<file path="config.mk">
export PLATFORM = sky130hd
export DESIGN_NAME = pci_win_xlate
export DESIGN_NICKNAME = d
export VERILOG_FILES = /design/src/rtl/pwx_pkg.sv /design/src/rtl/pwx_win_cmp.sv /design/src/rtl/pwx_prio_pick.sv /design/src/rtl/pwx_rsp_path.sv /design/src/rtl/pci_win_xlate.sv
export SDC_FILE = /design/constraint.sdc
export NUM_CORES = 1
export LEC_CHECK = 0
export BUFFER_PORTS_ARGS = -buffer_cell sky130_fd_sc_hd__buf_4
export CAP_MARGIN = 25
export CORE_AREA = 5 5 308 310
export DETAILED_ROUTE_END_ITERATION = 12
export DIE_AREA = 0 0 313 315
export HOLD_SLACK_MARGIN = 0.12
export PLACE_DENSITY_LB_ADDON = 0.15
export SYNTH_ARGS = -nofsm -noshare
export SYNTH_HDL_FRONTEND = slang
export SYNTH_HIERARCHICAL = 1
export SYNTH_SLANG_ARGS = --single-unit
</file>
<file path="constraint.sdc">
create_clock -name clk -period 2.55 [get_ports clk]
set_input_delay 0.1275 -clock clk [delete_from_list [all_inputs] [get_ports clk]]
set_output_delay 0.1275 -clock clk [all_outputs]
set_load 0.005 [all_outputs]
</file>
<file path="src/rtl/pwx_pkg.sv">
package pwx_pkg;

  typedef enum logic [3:0] {
    CMD_IO_RD   = 4'h2,
    CMD_IO_WR   = 4'h3,
    CMD_MEM_RD  = 4'h6,
    CMD_MEM_WR  = 4'h7,
    CMD_CFG_RD  = 4'hA,
    CMD_CFG_WR  = 4'hB,
    CMD_MEM_RDM = 4'hC,
    CMD_DUAL    = 4'hD,
    CMD_MEM_RDL = 4'hE,
    CMD_MEM_WRI = 4'hF
  } pci_cmd_e;

  // Single-address memory commands are the only ones this target answers.
  function automatic logic cmd_is_mem(input logic [3:0] c);
    logic r;
    case (c)
      CMD_MEM_RD, CMD_MEM_WR, CMD_MEM_RDM, CMD_MEM_RDL, CMD_MEM_WRI: r = 1'b1;
      default: r = 1'b0;
    endcase
    return r;
  endfunction

  function automatic logic cmd_is_wr(input logic [3:0] c);
    return c[0];
  endfunction

endpackage

</file>
<file path="src/rtl/pwx_win_cmp.sv">
module pwx_win_cmp #(
  parameter int AW = 32
) (
  input  logic          en,
  input  logic [AW-1:0] addr,
  input  logic [AW-1:0] base,
  input  logic [AW-1:0] mask,
  input  logic [AW-1:0] xlat,
  output logic          hit,
  output logic [AW-1:0] xaddr
);
  always_comb begin
    hit   = en && ((addr & mask) == (base & mask));
    xaddr = (xlat & mask) | (addr & ~mask);
  end
endmodule

</file>
<file path="src/rtl/pwx_prio_pick.sv">
module pwx_prio_pick #(
  parameter int N = 6
) (
  input  logic [N-1:0] hit,
  output logic [N-1:0] grant,
  output logic         any
);
  always_comb begin
    grant = '0;
    any   = 1'b0;
    for (int i = 0; i < N; i++) begin
      if (hit[i] && !any) begin
        grant[i] = 1'b1;
        any      = 1'b1;
      end
    end
  end
endmodule

</file>
<file path="src/rtl/pwx_rsp_path.sv">
module pwx_rsp_path #(
  parameter int DW = 32
) (
  input  logic          clk,
  input  logic          rst,
  input  logic          start_vld,
  input  logic          start_wr,
  input  logic          rsp_valid,
  input  logic [DW-1:0] rsp_data,
  output logic          trdy,
  output logic [DW-1:0] rdata
);
  logic pend_rd;
  logic wr_ack;

  always_ff @(posedge clk) begin
    if (rst) begin
      pend_rd <= 1'b0;
      wr_ack  <= 1'b0;
      trdy    <= 1'b0;
      rdata   <= '0;
    end else begin
      wr_ack <= start_vld && start_wr;
      trdy   <= wr_ack || (pend_rd && rsp_valid);
      if (start_vld && !start_wr)
        pend_rd <= 1'b1;
      else if (rsp_valid)
        pend_rd <= 1'b0;
      if (pend_rd && rsp_valid)
        rdata <= rsp_data;
    end
  end

  // a read response taken while pending completes the data phase
  a_r10_rd_done: assert property (@(posedge clk) disable iff (rst)
    (pend_rd && rsp_valid) |=> (trdy && rdata == $past(rsp_data)));

endmodule

</file>
<file path="src/rtl/pci_win_xlate.sv">
module pci_win_xlate
  import pwx_pkg::*;
#(
  parameter int NWIN = 6,
  parameter int AW   = 32,
  parameter int DW   = 32,
  localparam int BEW = DW / 8
) (
  input  logic               clk,
  input  logic               rst,
  input  logic               frame_start,
  input  logic [AW-1:0]      ap_addr,
  input  logic [3:0]         ap_cmd,
  input  logic [BEW-1:0]     ap_be,
  input  logic [DW-1:0]      ap_wdata,
  input  logic [NWIN-1:0]    win_en,
  input  logic [NWIN*AW-1:0] win_base,
  input  logic [NWIN*AW-1:0] win_mask,
  input  logic [NWIN*AW-1:0] win_xlat,
  output logic               devsel,
  output logic               req_valid,
  output logic [AW-1:0]      req_addr,
  output logic               req_write,
  output logic               req_priv,
  output logic [BEW-1:0]     req_be,
  output logic [DW-1:0]      req_wdata,
  input  logic               rsp_valid,
  input  logic [DW-1:0]      rsp_data,
  output logic               trdy,
  output logic [DW-1:0]      pci_rdata
);

  logic [NWIN-1:0] win_hit;
  logic [NWIN-1:0] pick_grant;
  logic            pick_any;
  logic [AW-1:0]   win_xaddr [NWIN];
  logic [AW-1:0]   sel_addr;

  // one comparator/translator per window
  for (genvar g = 0; g < NWIN; g++) begin : g_win
    pwx_win_cmp #(.AW(AW)) u_cmp (
      .en    (win_en[g]),
      .addr  (ap_addr),
      .base  (win_base[g*AW +: AW]),
      .mask  (win_mask[g*AW +: AW]),
      .xlat  (win_xlat[g*AW +: AW]),
      .hit   (win_hit[g]),
      .xaddr (win_xaddr[g])
    );
  end

  pwx_prio_pick #(.N(NWIN)) u_pick (
    .hit   (win_hit),
    .grant (pick_grant),
    .any   (pick_any)
  );

  always_comb begin
    sel_addr = '0;
    for (int i = 0; i < NWIN; i++)
      if (pick_grant[i]) sel_addr = sel_addr | win_xaddr[i];
  end

  // stage 1: decode result of the address phase
  logic           s1_vld;
  logic           s1_wr;
  logic [AW-1:0]  s1_addr;
  logic [BEW-1:0] s1_be;
  logic [DW-1:0]  s1_wdata;

  always_ff @(posedge clk) begin
    if (rst) begin
      s1_vld   <= 1'b0;
      s1_wr    <= 1'b0;
      s1_addr  <= '0;
      s1_be    <= '0;
      s1_wdata <= '0;
    end else begin
      s1_vld <= frame_start && cmd_is_mem(ap_cmd) && pick_any;
      if (frame_start) begin
        s1_wr    <= cmd_is_wr(ap_cmd);
        s1_addr  <= sel_addr;
        s1_be    <= ap_be;
        s1_wdata <= ap_wdata;
      end
    end
  end

  // stage 2: device select and internal request, medium timing
  always_ff @(posedge clk) begin
    if (rst) begin
      devsel    <= 1'b0;
      req_valid <= 1'b0;
      req_priv  <= 1'b0;
      req_write <= 1'b0;
      req_addr  <= '0;
      req_be    <= '0;
      req_wdata <= '0;
    end else begin
      devsel    <= s1_vld;
      req_valid <= s1_vld && (!s1_wr || (s1_be != '0));
      req_priv  <= s1_vld && (!s1_wr || (s1_be != '0));
      if (s1_vld) begin
        req_write <= s1_wr;
        req_addr  <= s1_addr;
        req_be    <= s1_be;
        req_wdata <= s1_wdata;
      end
    end
  end

  pwx_rsp_path #(.DW(DW)) u_rsp (
    .clk       (clk),
    .rst       (rst),
    .start_vld (s1_vld),
    .start_wr  (s1_wr),
    .rsp_valid (rsp_valid),
    .rsp_data  (rsp_data),
    .trdy      (trdy),
    .rdata     (pci_rdata)
  );

  // device select only two edges after an address phase
  a_r4_devsel_timing: assert property (@(posedge clk) disable iff (rst)
    devsel |-> $past(frame_start, 2));

  // only memory commands are ever claimed
  a_r3_mem_only: assert property (@(posedge clk) disable iff (rst)
    devsel |-> cmd_is_mem($past(ap_cmd, 2)));

  // no enabled window means no claim
  a_r2_all_off: assert property (@(posedge clk) disable iff (rst)
    (frame_start && win_en == '0) |-> ##2 !devsel);

  // an internal write always carries at least one lane
  a_r8_no_empty_wr: assert property (@(posedge clk) disable iff (rst)
    (req_valid && req_write) |-> (req_be != '0));

  // direction follows command bit 0 of the claimed phase
  a_r7_dir: assert property (@(posedge clk) disable iff (rst)
    req_valid |-> (req_write == $past(ap_cmd[0], 2)));

  // at most one window granted, and never above a lower hit
  a_r6_lowest: assert property (@(posedge clk) disable iff (rst)
    $onehot0(pick_grant) && (((pick_grant - 1'b1) & win_hit) == '0));

endmodule

</file>
==> Word level (Yosys, flattened, before mapping) <==
Index checks and enable logic that the tools add are counted.
{ "word_totals": {"ff_bits": 176, "word_cells": 116} }
{ "classes": {"bitwise_logic": 41, "n_eq_ne": 11, "n_reduce_logical": 28, "n_mux": 21} }
{ "ops": {"columns": ["cell", "n"], "rows": [
  ["$and A32 B32 Y32", 24],
  ["$or A32 B32 Y32", 11],
  ["$eq A32 B32 Y1", 6],
  ["$mux W32", 6],
  ["$not A32 Y32", 6],
  ["$logic_and A1 B1 Y1", 17],
  ["$mux W1", 15],
  ["$eq A4 B4 Y1 const B", 3],
  ["$eq A4 B3 Y1 const B", 2],
  ["$logic_not A1 Y1", 6],
  ["$reduce_or A5 Y1", 1],
  ["$reduce_bool A4 Y1", 1],
  ["$logic_or A1 B1 Y1", 2],
  ["$reduce_bool A2 Y1", 1]
]} }

==> Longest topological paths before layout <==
Gate-level depths: netlist (run 1).
{ "depth": {"word_depth": 20, "mapped_depth": 11} }

==> Hierarchy <==
The synthesis (run 1) kept the hierarchy.
{ "modules_own_cells": {"columns": ["mod", "instances", "area_per_inst_um2", "cells_per_inst"], "rows": [
  ["pci_win_xlate", 1, 6043.3, 574],
  ["pwx_win_cmp", 6, 814.5, 85],
  ["pwx_rsp_path", 1, 1526.5, 156],
  ["pwx_prio_pick", 1, 62.6, 9]
]} }

==> Least setup slack after synthesis (run 1) <==
Ideal clock, no wire load.
{ "synth_path": {"kind": "input -> register", "start": "in win_base[33]", "end": "reg s1_addr[19]", "arrival_time_ns": 2.281, "t_required_ns": 2.459, "setup_time_ns": 0.091, "slack_ns": 0.178, "path_stages": 11, "path_cell_list": "xor2_1 -> a22o_1 -> a221oi_1 -> nand4_1 -> nor4_2 -> or4_4 -> nor3b_1 -> buf_6 -> a22o_2 -> a221oi_2 -> a311oi_1"} }
{ "synth_via": {"elab_chain_len": 18} }
{ "synth_lines": {"columns": ["item", "line", "rtl"], "rows": [
  ["from (decl)", "pci_win_xlate.sv:17", "input logic [NWIN*AW-1:0] win_base,"],
  ["$and A32 B32 Y32 *", "pwx_win_cmp.sv:13", "hit = en && ((addr & mask) == (base & mask));"],
  ["$eq A32 B32 Y1 *", "pwx_win_cmp.sv:13", null],
  ["$logic_and A1 B1 Y1 *", "pwx_win_cmp.sv:13", null],
  ["via win_hit[1]", "pci_win_xlate.sv:33", "logic [NWIN-1:0] win_hit;"],
  ["$logic_and A1 B1 Y1 *", "pwx_prio_pick.sv:12", "if (hit[i] && !any) begin"],
  ["$mux W1 *", "pwx_prio_pick.sv:12", null],
  ["$logic_not A1 Y1", "pwx_prio_pick.sv:12", null],
  ["$logic_and A1 B1 Y1", "pwx_prio_pick.sv:12", null],
  ["(+4 left out)", null, null],
  ["$logic_not A1 Y1", "pwx_prio_pick.sv:12", null],
  ["$logic_and A1 B1 Y1", "pwx_prio_pick.sv:12", null],
  ["$mux W1 *", "pwx_prio_pick.sv:12", null],
  ["$logic_not A1 Y1 *", "pwx_prio_pick.sv:12", null],
  ["$logic_and A1 B1 Y1 *", "pwx_prio_pick.sv:12", null],
  ["$mux W1 *", "pwx_prio_pick.sv:12", null],
  ["via pick_grant[5]", "pci_win_xlate.sv:34", "logic [NWIN-1:0] pick_grant;"],
  ["$mux W32 *", "pci_win_xlate.sv:61", "if (pick_grant[i]) sel_addr = sel_addr | win_xaddr[i];"],
  ["to (signal assigned)", "pci_win_xlate.sv:82", "s1_addr <= sel_addr;"],
  ["to (decl)", "pci_win_xlate.sv:67", "logic [AW-1:0] s1_addr;"]
]} }
The timed path passes the listed nets; every way through them passes the cells marked *.
A chain may end at the register's enable or synchronous reset.

==> Final worst setup path (run 1) <==
{ "layout_path": {"start": "in ap_addr[2]", "end": "reg s1_addr[21]"} }
{ "layout_via": {"elab_chain_len": 20} }
{ "layout_lines": {"columns": ["item", "line", "rtl"], "rows": [
  ["from (decl)", "pci_win_xlate.sv:12", "input logic [AW-1:0] ap_addr,"],
  ["$and A32 B32 Y32 *", "pwx_win_cmp.sv:13", null],
  ["$eq A32 B32 Y1 *", "pwx_win_cmp.sv:13", null],
  ["$logic_and A1 B1 Y1 *", "pwx_win_cmp.sv:13", null],
  ["via win_hit[0]", "pci_win_xlate.sv:33", null],
  ["$mux W1 *", "pwx_prio_pick.sv:12", null],
  ["$logic_not A1 Y1", "pwx_prio_pick.sv:12", null],
  ["$logic_and A1 B1 Y1", "pwx_prio_pick.sv:12", null],
  ["$mux W1 *", "pwx_prio_pick.sv:12", null],
  ["(+6 left out)", null, null],
  ["$logic_not A1 Y1", "pwx_prio_pick.sv:12", null],
  ["$logic_and A1 B1 Y1", "pwx_prio_pick.sv:12", null],
  ["$mux W1 *", "pwx_prio_pick.sv:12", null],
  ["$logic_not A1 Y1 *", "pwx_prio_pick.sv:12", null],
  ["$logic_and A1 B1 Y1 *", "pwx_prio_pick.sv:12", null],
  ["$mux W1 *", "pwx_prio_pick.sv:12", null],
  ["via pick_grant[5]", "pci_win_xlate.sv:34", null],
  ["$mux W32 *", "pci_win_xlate.sv:61", null]
]} }
Marks and branches as above.

==> flow_summary.yaml, run 1 <==
sta:
  slew_headroom_pct: 39.2
  setup_viol: 4
  finalClockSkew_ns: 0.0109
  fin_ws_ns: -0.0242
  rsz0062_at_grt: "true"
  slew_violations: 0
  max_freq_ghz: 0.388
  fin_crit_sh_pct: 101
  hold_viol_final: 0
  tightestPinTransition_ns: 0.912
  period_minus_slack_ns: 2.57
worst_setup_path:
  critPathBufInv: 3
  critPathSlowestCell: "or4_4"
  r2r_start: "u_rsp/pend_rd"
  path_class: "input port to flop"
  cp.required_ns: 2.95
  cp_common_cell: "buf_4"
  reg2regPathDepth: 4
  ff2ff_setup_slack_ns: 0.96
  cp_top_family: "simple AND/OR/NAND/NOR gates"
  worstPathCellList: "buf_4, xor2_1, a22oi_1, nand4_1, buf_4, nor4_4, or4_4, nor3b_4, clkbuf_16, a22o_1, a221oi_2, a311oi_1"
  rr_endpoint: "u_rsp/rdata[5]"
  cp.arrival_ns: 2.97
  cp.depth: 12
  path_max_fanout: 10
  slowest_delay_ns: 0.53
  critPathLaunchType: "input port"
  crit_path_end_kind: "flop"
pwr:
  powerDensity_mw_per_mm2: 359
  p_total_w: 0.00822
  swShare_pct: 32.1
  comb_power_share_pct: 31.7
  power_switching_w: 0.00264
  p_leak_nw: 9.97
  worst_ir_drop_vdd_mv: 0.498
  power_frac_clock_pct: 33.7
  p_int_w: 0.00558
  seq_power_share_pct: 34.6
cells_and_area:
  area_delta_synth_final_pct: 82.6
  fin_util_pct: 25.0
  stdcell_area_mm2: 0.0229
  layoutNonFillerInstCount: 3455
  drive_gt1_share_pct: 47.7
  finalNetCount: 2933
clock_network:
  clock_latency_ns: 0.49
  cts.clk_slew.worst_paths_ns: 0.08
  clock_path_buffers: 2
  numCtsBuffers: 17
  cts_tree: "yes"
  clkSinkCount: 176
  h-tree-depth: 4
  ctsRootBufferMaster: "clkbuf_16"
place:
  io_buffers: 794
  placed_area_mm2: 0.0208
  preCtsSetupSlack_ns: -0.772
  dp.cells: 3296
  hpwl_um: 79800
  gp_congestion: 0.933
flow_run:
  max_cap_violations: 0
global_route:
  antenna_found_initial: 24
  grtUsageTotal_pct: 17.8
  grt_pass1_vias: 15458
  grt_max_degree: 67
  overflow: 0
  grt_pass1_wl_um: 123000
routing:
  drt_iter0_drc: 701
  drtPass1Iterations: 5
  ant_nets: 0
  via_count: 14330
  avgViaCountPerCell: 4.15
  drc: 0
  wl_per_cell_um: 26.9
  drt_wl_total_um: 92900
worst_hold_path:
  min_path_type: "input port to flop"
  hold-path-cell-count: 4
  min_from: "win_xlat[54]"
  hold-path-endpoint: "s1_addr[22]"
synth:
  synth_area_mm2: 0.0125
  syn_avg_cell_area_um2: 10.0
  synth_fp_nets: 1939
  yosysUniqueCellTypes: 34
  yosysWarnings: 6
  syn_inst: 1249
  seq_area_frac_synth_pct: 28.1
  ys_ff_latch: 176
die:
  die_area_mm2: 0.0986
  die_y_um: 315
  rows: 111
  fp.dieW_um: 313
  start_util_pct: 13.7
  design.core.area_mm2: 0.0914
  num_io_pins: 795
status:
  status: "complete, but fails checks"
  violations: "negative setup slack"
[synthesized netlist by cell type (all sizes together)]
library cell	count	share of area, %
nand4	12	0.60
buf	62	3.5
nor4b	1	0.070
nand2	7	0.21
nor3b	2	0.12
a222oi	6	0.48
a22o	50	3.7
nand3	44	1.8
mux2	192	17
a21oi	35	1.6
nor2	142	4.3
or3	1	0.050
nand4b	1	0.070
nand2b	2	0.10
xor2	192	13
inv	2	0.060
or4b	1	0.080
a221oi	50	5.2
a22oi	80	4.8
a21bo	32	2.6
a311oi	32	2.2
clkbuf	11	0.33
mux2i	106	8.5
dfxtp	176	28
nor2b	2	0.10
or4	1	0.090
o21a	1	0.060
nor4	6	0.60
[kinds of logic after synthesis]
kind of cell | after synthesis | synth area share, %
compound gates | 286 | 20.7
xor+xnor | 192 | 13.4
buf+inv | 75 | 3.88
flops | 176 | 28.1
mux | 298 | 25.7
simple gates | 222 | 8.11
[area by class of cell]
class                      instances  area (um2)
antenna                           13        32.5
clock inverter                    13         143
sequential                       176        3530
fill                            9918       68500
inverter                           2        7.51
clock buffer                      19         454
multi-input combinational        998        8790
timing repair buffer            1048        8420
tap                             1186        1480
[routing by layer]
metal,part of all wire [%],routed length (um),vias to the layer above,global-route usage (%)
met5,0.065,60,-,0
met4,1.8,1650,10,4.82
met3,5.7,5270,64,4.53
met2,50,46800,538,31.4
met1,42,39100,6990,21.7
li1,-,-,6728,-
[worst min-delay path: stages]
cell,delay (ns)
buf_4,0.07
mux2_1,0.12
a22oi_1,0.07
a311oi_1,0.23
[power by group through the flow]
| stage | sequential, W | combinational (W) | clock, W |
|---|---|---|---|
| after detailed placement | 0.00291 | 0.00245 | 0 |
| after floorplan | 0.00289 | 0.000738 | 0 |
| after CTS | 0.00284 | 0.00260 | 0.00294 |
| after global placement | 0.00291 | 0.00246 | 0 |
| final | 0.00284 | 0.00261 | 0.00277 |
| after global routing | 0.00285 | 0.00277 | 0.00301 |
[worst max path at each step]
| stage | endpoint | slack [ns] | from |
|---|---|---|---|
| 5_1_grt | s1_addr[9] | -0.09 | ap_addr[11] |
| 6_report | s1_addr[21] | -0.02 | ap_addr[2] |
| 3_5_place_dp | s1_addr[27] | -0.77 | ap_addr[1] |
| 3_3_place_gp | s1_addr[9] | -0.83 | ap_addr[11] |
| 2_1_floorplan | s1_addr[19] | 0.18 | win_base[33] |
| 4_1_cts | s1_addr[5] | -0.003 | ap_addr[25] |
[metrics by stage]
stage | TNS [ns] | hold slack [ns]
after global routing | -1.12 | 0.160
after detailed placement | -22.90 | 0.374
after CTS | -0.00261 | 0.123
after floorplan | 0 | 0.245
after global placement | -23.96 | 0.364
final | -0.0563 | 0.181
[state kept, by name, indices dropped and copies added (netlist names)]
register / cells
req_priv: 1
u_rsp/rdata: 32
req_wdata: 32
req_write: 1
req_be: 4
u_rsp/trdy: 1
s1_wr: 1
s1_vld: 1
s1_addr: 32
u_rsp/pend_rd: 1
u_rsp/wr_ack: 1
req_addr: 32
devsel: 1
s1_wdata: 32
s1_be: 4
[repair_timing]
item | in CTS | in global routing
setup endpoints to repair | 32 | 32
hold buffers | 106 | 0
buffers inserted | 0 | 6
cloned | 2 | 1
pin swaps | 4 | 35
hold endpoints to repair | 121 | 0
resized for setup | 15 | 40
[cell usage in the layout, fill, tap and decap left out, drive strengths merged, types with 2 or more instances in the layout]
| cell | netlist | routed |
|---|---|---|
| a21bo | 32 | 32 |
| a21oi | 35 | 35 |
| a221oi | 50 | 50 |
| a222oi | 6 | 6 |
| a22o | 50 | 50 |
| a22oi | 80 | 80 |
| a311oi | 32 | 32 |
| buf | 62 | 940 |
| clkbuf | 11 | 21 |
| clkinv | 0 | 7 |
| dfxtp | 176 | 176 |
| diode | 0 | 13 |
| dlygate4sd3 | 0 | 106 |
| inv | 2 | 7 |
| mux2 | 192 | 192 |
| mux2i | 106 | 106 |
| nand2 | 7 | 7 |
| nand2b | 2 | 2 |
| nand3 | 44 | 44 |
| nand4 | 12 | 12 |
| nor2 | 142 | 142 |
| nor2b | 2 | 2 |
| nor3b | 2 | 2 |
| nor4 | 6 | 6 |
| xor2 | 192 | 192 |
Power figures use the tool's default switching activity.
==> inputs of run 2 (changes only) <==
CORE_AREA = 2 2 313 315   (was 5 5 308 310)
DIE_AREA = 0 0 315 317   (was 0 0 313 315)
==> run 2 against run 1 <==
  * The flow still finishes with violations (negative setup slack)
  * Register-to-register slack worse by 0.16 ns
  * Critical endpoint is now s1_addr[26]
  * Non-clock buffer count increased by 24
  * Clock power is essentially flat
  * First-iteration DRC count down 15%
  * Die area up 1.3%
  * Count of clock-buffer cells in the layout is 2 lower
  * Utilization shrank 0.82 points
  * Clock skew is 0.0035 ns higher
  * Largest power group unchanged
  * Worst hold slack got worse by 0.028 ns
  * Final area grew 1.9%
==> flow_summary.yaml, run 2 (synthesis results as in run 1) <==
status:
  status: "complete, but fails checks"
  violations: "negative setup slack"
cells_and_area:
  layoutNonFillerInstCount: 3571
  final_cell_mix: "buf_4, mux2_1, xor2_1"
  drive_gt1_share_pct: 48.9
  nFillCells: 10542
  layout_commonest_cell: "buf_4"
  stdcell_area_mm2: 0.0233
  area_delta_synth_final_pct: 86.1
  finalNetCount: 2957
  fin_util_pct: 24.2
die:
  rows: 114
  fp.dieW_um: 315
  num_io_pins: 795
  start_util_pct: 13.0
  die_area_mm2: 0.0999
  design.core.area_mm2: 0.0963
  die_y_um: 317
routing:
  drc: 0
  via_count: 14262
  drtPass1Iterations: 5
  wl_per_cell_um: 25.2
  ant_nets: 0
  drt_iter0_drc: 598
  avgViaCountPerCell: 3.99
  drt_wl_total_um: 89800
clock_network:
  ctsRootBufferMaster: "clkbuf_16"
  cts.clk_slew.worst_paths_ns: 0.09
  clock_latency_ns: 0.49
  clkSinkCount: 176
  clock_path_buffers: 2
  h-tree-depth: 4
  cts_tree: "yes"
  numCtsBuffers: 17
global_route:
  grtUsageTotal_pct: 17.1
  antenna_found_initial: 33
  overflow: 0
  grt_max_degree: 67
  grt_pass1_wl_um: 119000
  grt_pass1_vias: 15313
sta:
  slew_violations: 0
  max_freq_ghz: 0.390
  finalClockSkew_ns: 0.0144
  tightestPinTransition_ns: 0.752
  period_minus_slack_ns: 2.56
  hold_ws_ns: 0.152
  rsz0062_at_grt: "true"
  fin_crit_sh_pct: 101
  slew_headroom_pct: 49.9
  hold_viol_final: 0
  setup_viol: 2
  fin_ws_ns: -0.0136
worst_hold_path:
  min_path_type: "input port to flop"
pwr:
  p_total_w: 0.00821
  worst_ir_drop_vdd_mv: 0.517
  p_leak_nw: 10.1
  powerDensity_mw_per_mm2: 352
worst_setup_path:
  critPathLaunchType: "input port"
  path_class: "input port to flop"
  cp.required_ns: 2.96
  path_max_fanout: 7
  ff2ff_setup_slack_ns: 0.80
  crit_path_end_kind: "flop"
  cp.arrival_ns: 2.98
flow_run:
  max_cap_violations: 0
place:
  dp.cells: 3407
  io_buffers: 794
  gp_congestion: 0.908
  placed_area_mm2: 0.0211
  hpwl_um: 77100
-- run 2: path summary, 6_finish.rpt --
path | startpoint | to | depth (start not counted)
setup reg to reg | u_rsp/pend_rd | u_rsp/rdata[6] | 3
setup / recovery | ap_addr[11] | s1_addr[26] | 13
hold / removal | win_xlat[48] | s1_addr[16] | 4
hold reg to reg | u_rsp/wr_ack | u_rsp/trdy | 2
-- run 2: metal layers --
metal	vias to the layer above	part of all wire [%]	track usage, %	wire [um]
li1	6778	-	-	-
met1	6875	41	20.1	36800
met5	-	0.18	0	161
met2	497	49	28.9	44200
met4	26	2.1	5.54	1890
met3	86	7.6	6.06	6800
-- run 2: cell type report --
class | instances | area [um2] | area share [%]
diodes | 15 | 37.5 | 0.161
clock buffers | 17 | 425 | 1.83
clock inverters | 15 | 164 | 0.703
inverters | 2 | 7.51 | 0.0322
multi-input cells | 998 | 8850 | 38.0
flip-flops and latches | 176 | 3530 | 15.1
well taps | 1276 | 1600 | 6.85
repair buffers | 1072 | 8690 | 37.3
-- run 2: power by group --
| group | switching, W | leakage [nW] | internal, W | total, W |
|---|---|---|---|---|
| logic | 0.00116 | 8.38 | 0.00142 | 0.00258 |
| registers | 0.0000393 | 1.43 | 0.00280 | 0.00284 |
| clock network | 0.00146 | 0.283 | 0.00132 | 0.00278 |
| total | 0.00266 | 10.1 | 0.00555 | 0.00821 |
-- run 2: what timing repair did --
item	CTS	global route
setup buffers	1	10
resized for setup	7	53
hold endpoints to repair	103	0
hold buffers	104	0
endpoints found under the setup margin	31	32
cloned	0	2
pin swaps	3	59
-- run 2: worst max-delay path: stages --
cell and delay [ns]:
buf_12 0.11, xor2_1 0.13, a222oi_1 0.70, buf_4 0.22
nand4_1 0.19, nor4_4 0.37, buf_4 0.16, nor2b_4 0.21
buf_12 0.13, clkbuf_16 0.16, a22o_1 0.15, a221oi_2 0.04
a311oi_1 0.25
-- run 2: metrics by stage --
| step | setup TNS (ns) | worst slack, ns |
|---|---|---|
| after CTS | -0.0287 | -0.0149 |
| after global placement | -19.32 | -0.655 |
| final | -0.0152 | -0.0136 |
| after global routing | -3.66 | -0.173 |
| after detailed placement | -19.93 | -0.678 |
| after floorplan | 0 | 0.178 |
==> inputs of run 3 (changes only) <==
clock period = 2.3 ns   (was 2.55 ns; I/O delays follow)
==> run 3 against run 2 <==
  * Worst hold slack gained 0.021 ns
  * Global-route usage is 1.1 points higher
  * Sequential share of layout area fell by 0.45 points
  * Combinational power is 18% higher
  * The flow still finishes with violations (negative setup slack)
  * Critical path depth increased by 3
  * Non-clock buffer count up 88
  * Register-to-register slack got worse by 0.23 ns
  * Via count is 3.1% higher
  * Routed wire length grew 6.6%
==> flow_summary.yaml, run 3 (synthesis results as in run 1) <==
status:
  status: "complete, but fails checks"
  violations: "negative setup slack"
clock_network:
  cts.clk_slew.worst_paths_ns: 0.08
  ctsRootBufferMaster: "clkbuf_16"
  cts_tree: "yes"
  h-tree-depth: 4
  clkSinkCount: 176
  clock_latency_ns: 0.49
  numCtsBuffers: 17
  clock_path_buffers: 2
pwr:
  powerDensity_mw_per_mm2: 387
  worst_ir_drop_vdd_mv: 0.477
  p_leak_nw: 10.6
  p_total_w: 0.00928
flow_run:
  max_cap_violations: 0
sta:
  hold_viol_final: 0
  slew_headroom_pct: 54.8
  rsz0062_at_grt: "true"
  fin_ws_ns: -0.389
  fin_crit_sh_pct: 117
  max_freq_ghz: 0.372
  slew_violations: 0
  period_minus_slack_ns: 2.69
  setup_viol: 32
  finalClockSkew_ns: 0.0116
  setup-tns-final_ns: -10.09
  tightestPinTransition_ns: 0.678
place:
  hpwl_um: 81900
  gp_congestion: 0.914
  io_buffers: 794
worst_hold_path:
  hold-path-endpoint: "s1_addr[5]"
  min_path_type: "input port to flop"
  min_from: "win_xlat[37]"
  hold-path-cell-count: 4
routing:
  wl_met2_um: 49300
  m1WireLength_um: 39700
  drt_wl_total_um: 95800
  via_count: 14709
  drt_iter0_drc: 696
  wl_per_cell_um: 26.2
  drc: 0
  avgViaCountPerCell: 4.03
  drtPass1Iterations: 7
  routed.top_layer: "met5"
  dr_wl_met3_um: 5560
  ant_nets: 0
worst_setup_path:
  cp.arrival_ns: 3.06
  r2r_start: "u_rsp/pend_rd"
  critPathLaunchType: "input port"
  rr_endpoint: "u_rsp/rdata[1]"
  ff2ff_setup_slack_ns: 0.57
  path_class: "input port to flop"
  crit_path_end_kind: "flop"
  cp.required_ns: 2.67
  reg2regPathDepth: 3
  path_max_fanout: 4
cells_and_area:
  drive_gt1_share_pct: 50.5
  nFillCells: 10522
  layout_commonest_cell: "buf_4"
  final_cell_mix: "buf_4, mux2_1, xor2_1"
  finalNetCount: 3045
  fin_util_pct: 24.9
  area_delta_synth_final_pct: 91.8
die:
  rows: 114
  start_util_pct: 13.0
  die_y_um: 317
  fp.dieW_um: 315
  design.core.area_mm2: 0.0963
  die_area_mm2: 0.0999
  num_io_pins: 795
global_route:
  antenna_found_initial: 19
  grt_max_degree: 67
  overflow: 0
  grt_pass1_vias: 15917
  grt_pass1_wl_um: 126000
  grtUsageTotal_pct: 18.2
==> run 3: how the worst max path moves through the flow <==
stage / start / slack (ns) / end / cells after the start
floorplan: ap_addr[28] / 0.03 / s1_addr[21] / 9
global placement: ap_addr[1] / -0.98 / s1_addr[21] / 12
detailed placement: ap_addr[1] / -0.96 / s1_addr[9] / 12
CTS: ap_addr[11] / -0.31 / s1_addr[10] / 14
global route: ap_addr[11] / -0.43 / s1_addr[26] / 16
finish: ap_addr[11] / -0.39 / s1_addr[19] / 16
==> run 3: cell type report <==
| type | instances | area [um2] | area share [%] |
|---|---|---|---|
| timing repair buffer | 1160 | 9420 | 39.3 |
| inverter | 2 | 7.51 | 0.0313 |
| antenna | 9 | 22.5 | 0.0938 |
| sequential | 176 | 3530 | 14.7 |
| clock buffer | 19 | 443 | 1.84 |
| clock inverter | 13 | 141 | 0.589 |
| multi-input combinational | 998 | 8840 | 36.8 |
| tap | 1276 | 1600 | 6.65 |
==> run 3: worst max-delay path: stages <==
cell and delay, ns:
buf_12 0.11, buf_4 0.14, xor2_1 0.15, a222oi_1 0.62, buf_4 0.23, nand4_1 0.20, nor4_2 0.22, buf_4 0.17
or4_4 0.14, nor3b_4 0.05, buf_6 0.14, buf_6 0.11, buf_6 0.12, a22o_4 0.21, a221oi_2 0.19, a311oi_1 0.12
==> run 3: repair_timing <==
item,in CTS,in global routing
hold buffers,105,0
endpoints found under the setup margin,33,32
setup buffers,9,7
gates cloned,4,3
pin swaps,35,29
gates resized for setup,66,23
endpoints found under the hold margin,118,0
==> run 3: layer usage <==
layer / up-vias / track usage [%]
met3: 52 / 4.38
met2: 491 / 33.0
met5: - / 0
met1: 7208 / 21.6
li1: 6948 / -
met4: 10 / 3.98
==> run 3: per-stage QoR <==
stage	worst slack [ns]	hold WS (ns)	instance area [um2]	instances
floorplan	0.0272	0.232	12500	1249
global placement	-0.976	0.355	21700	3484
detailed placement	-0.955	0.363	21700	3484
CTS	-0.311	0.128	23700	3634
global route	-0.434	0.169	24000	3651
finish	-0.389	0.173	24000	3653
==> run 3: power by group <==
| part | total (W) | switching [W] | internal [W] | leakage (nW) |
|---|---|---|---|---|
| registers | 0.00316 | 0.0000477 | 0.00311 | 1.43 |
| logic | 0.00304 | 0.00138 | 0.00167 | 8.84 |
| clock network | 0.00308 | 0.00152 | 0.00156 | 0.282 |
| total | 0.00928 | 0.00295 | 0.00634 | 10.6 |
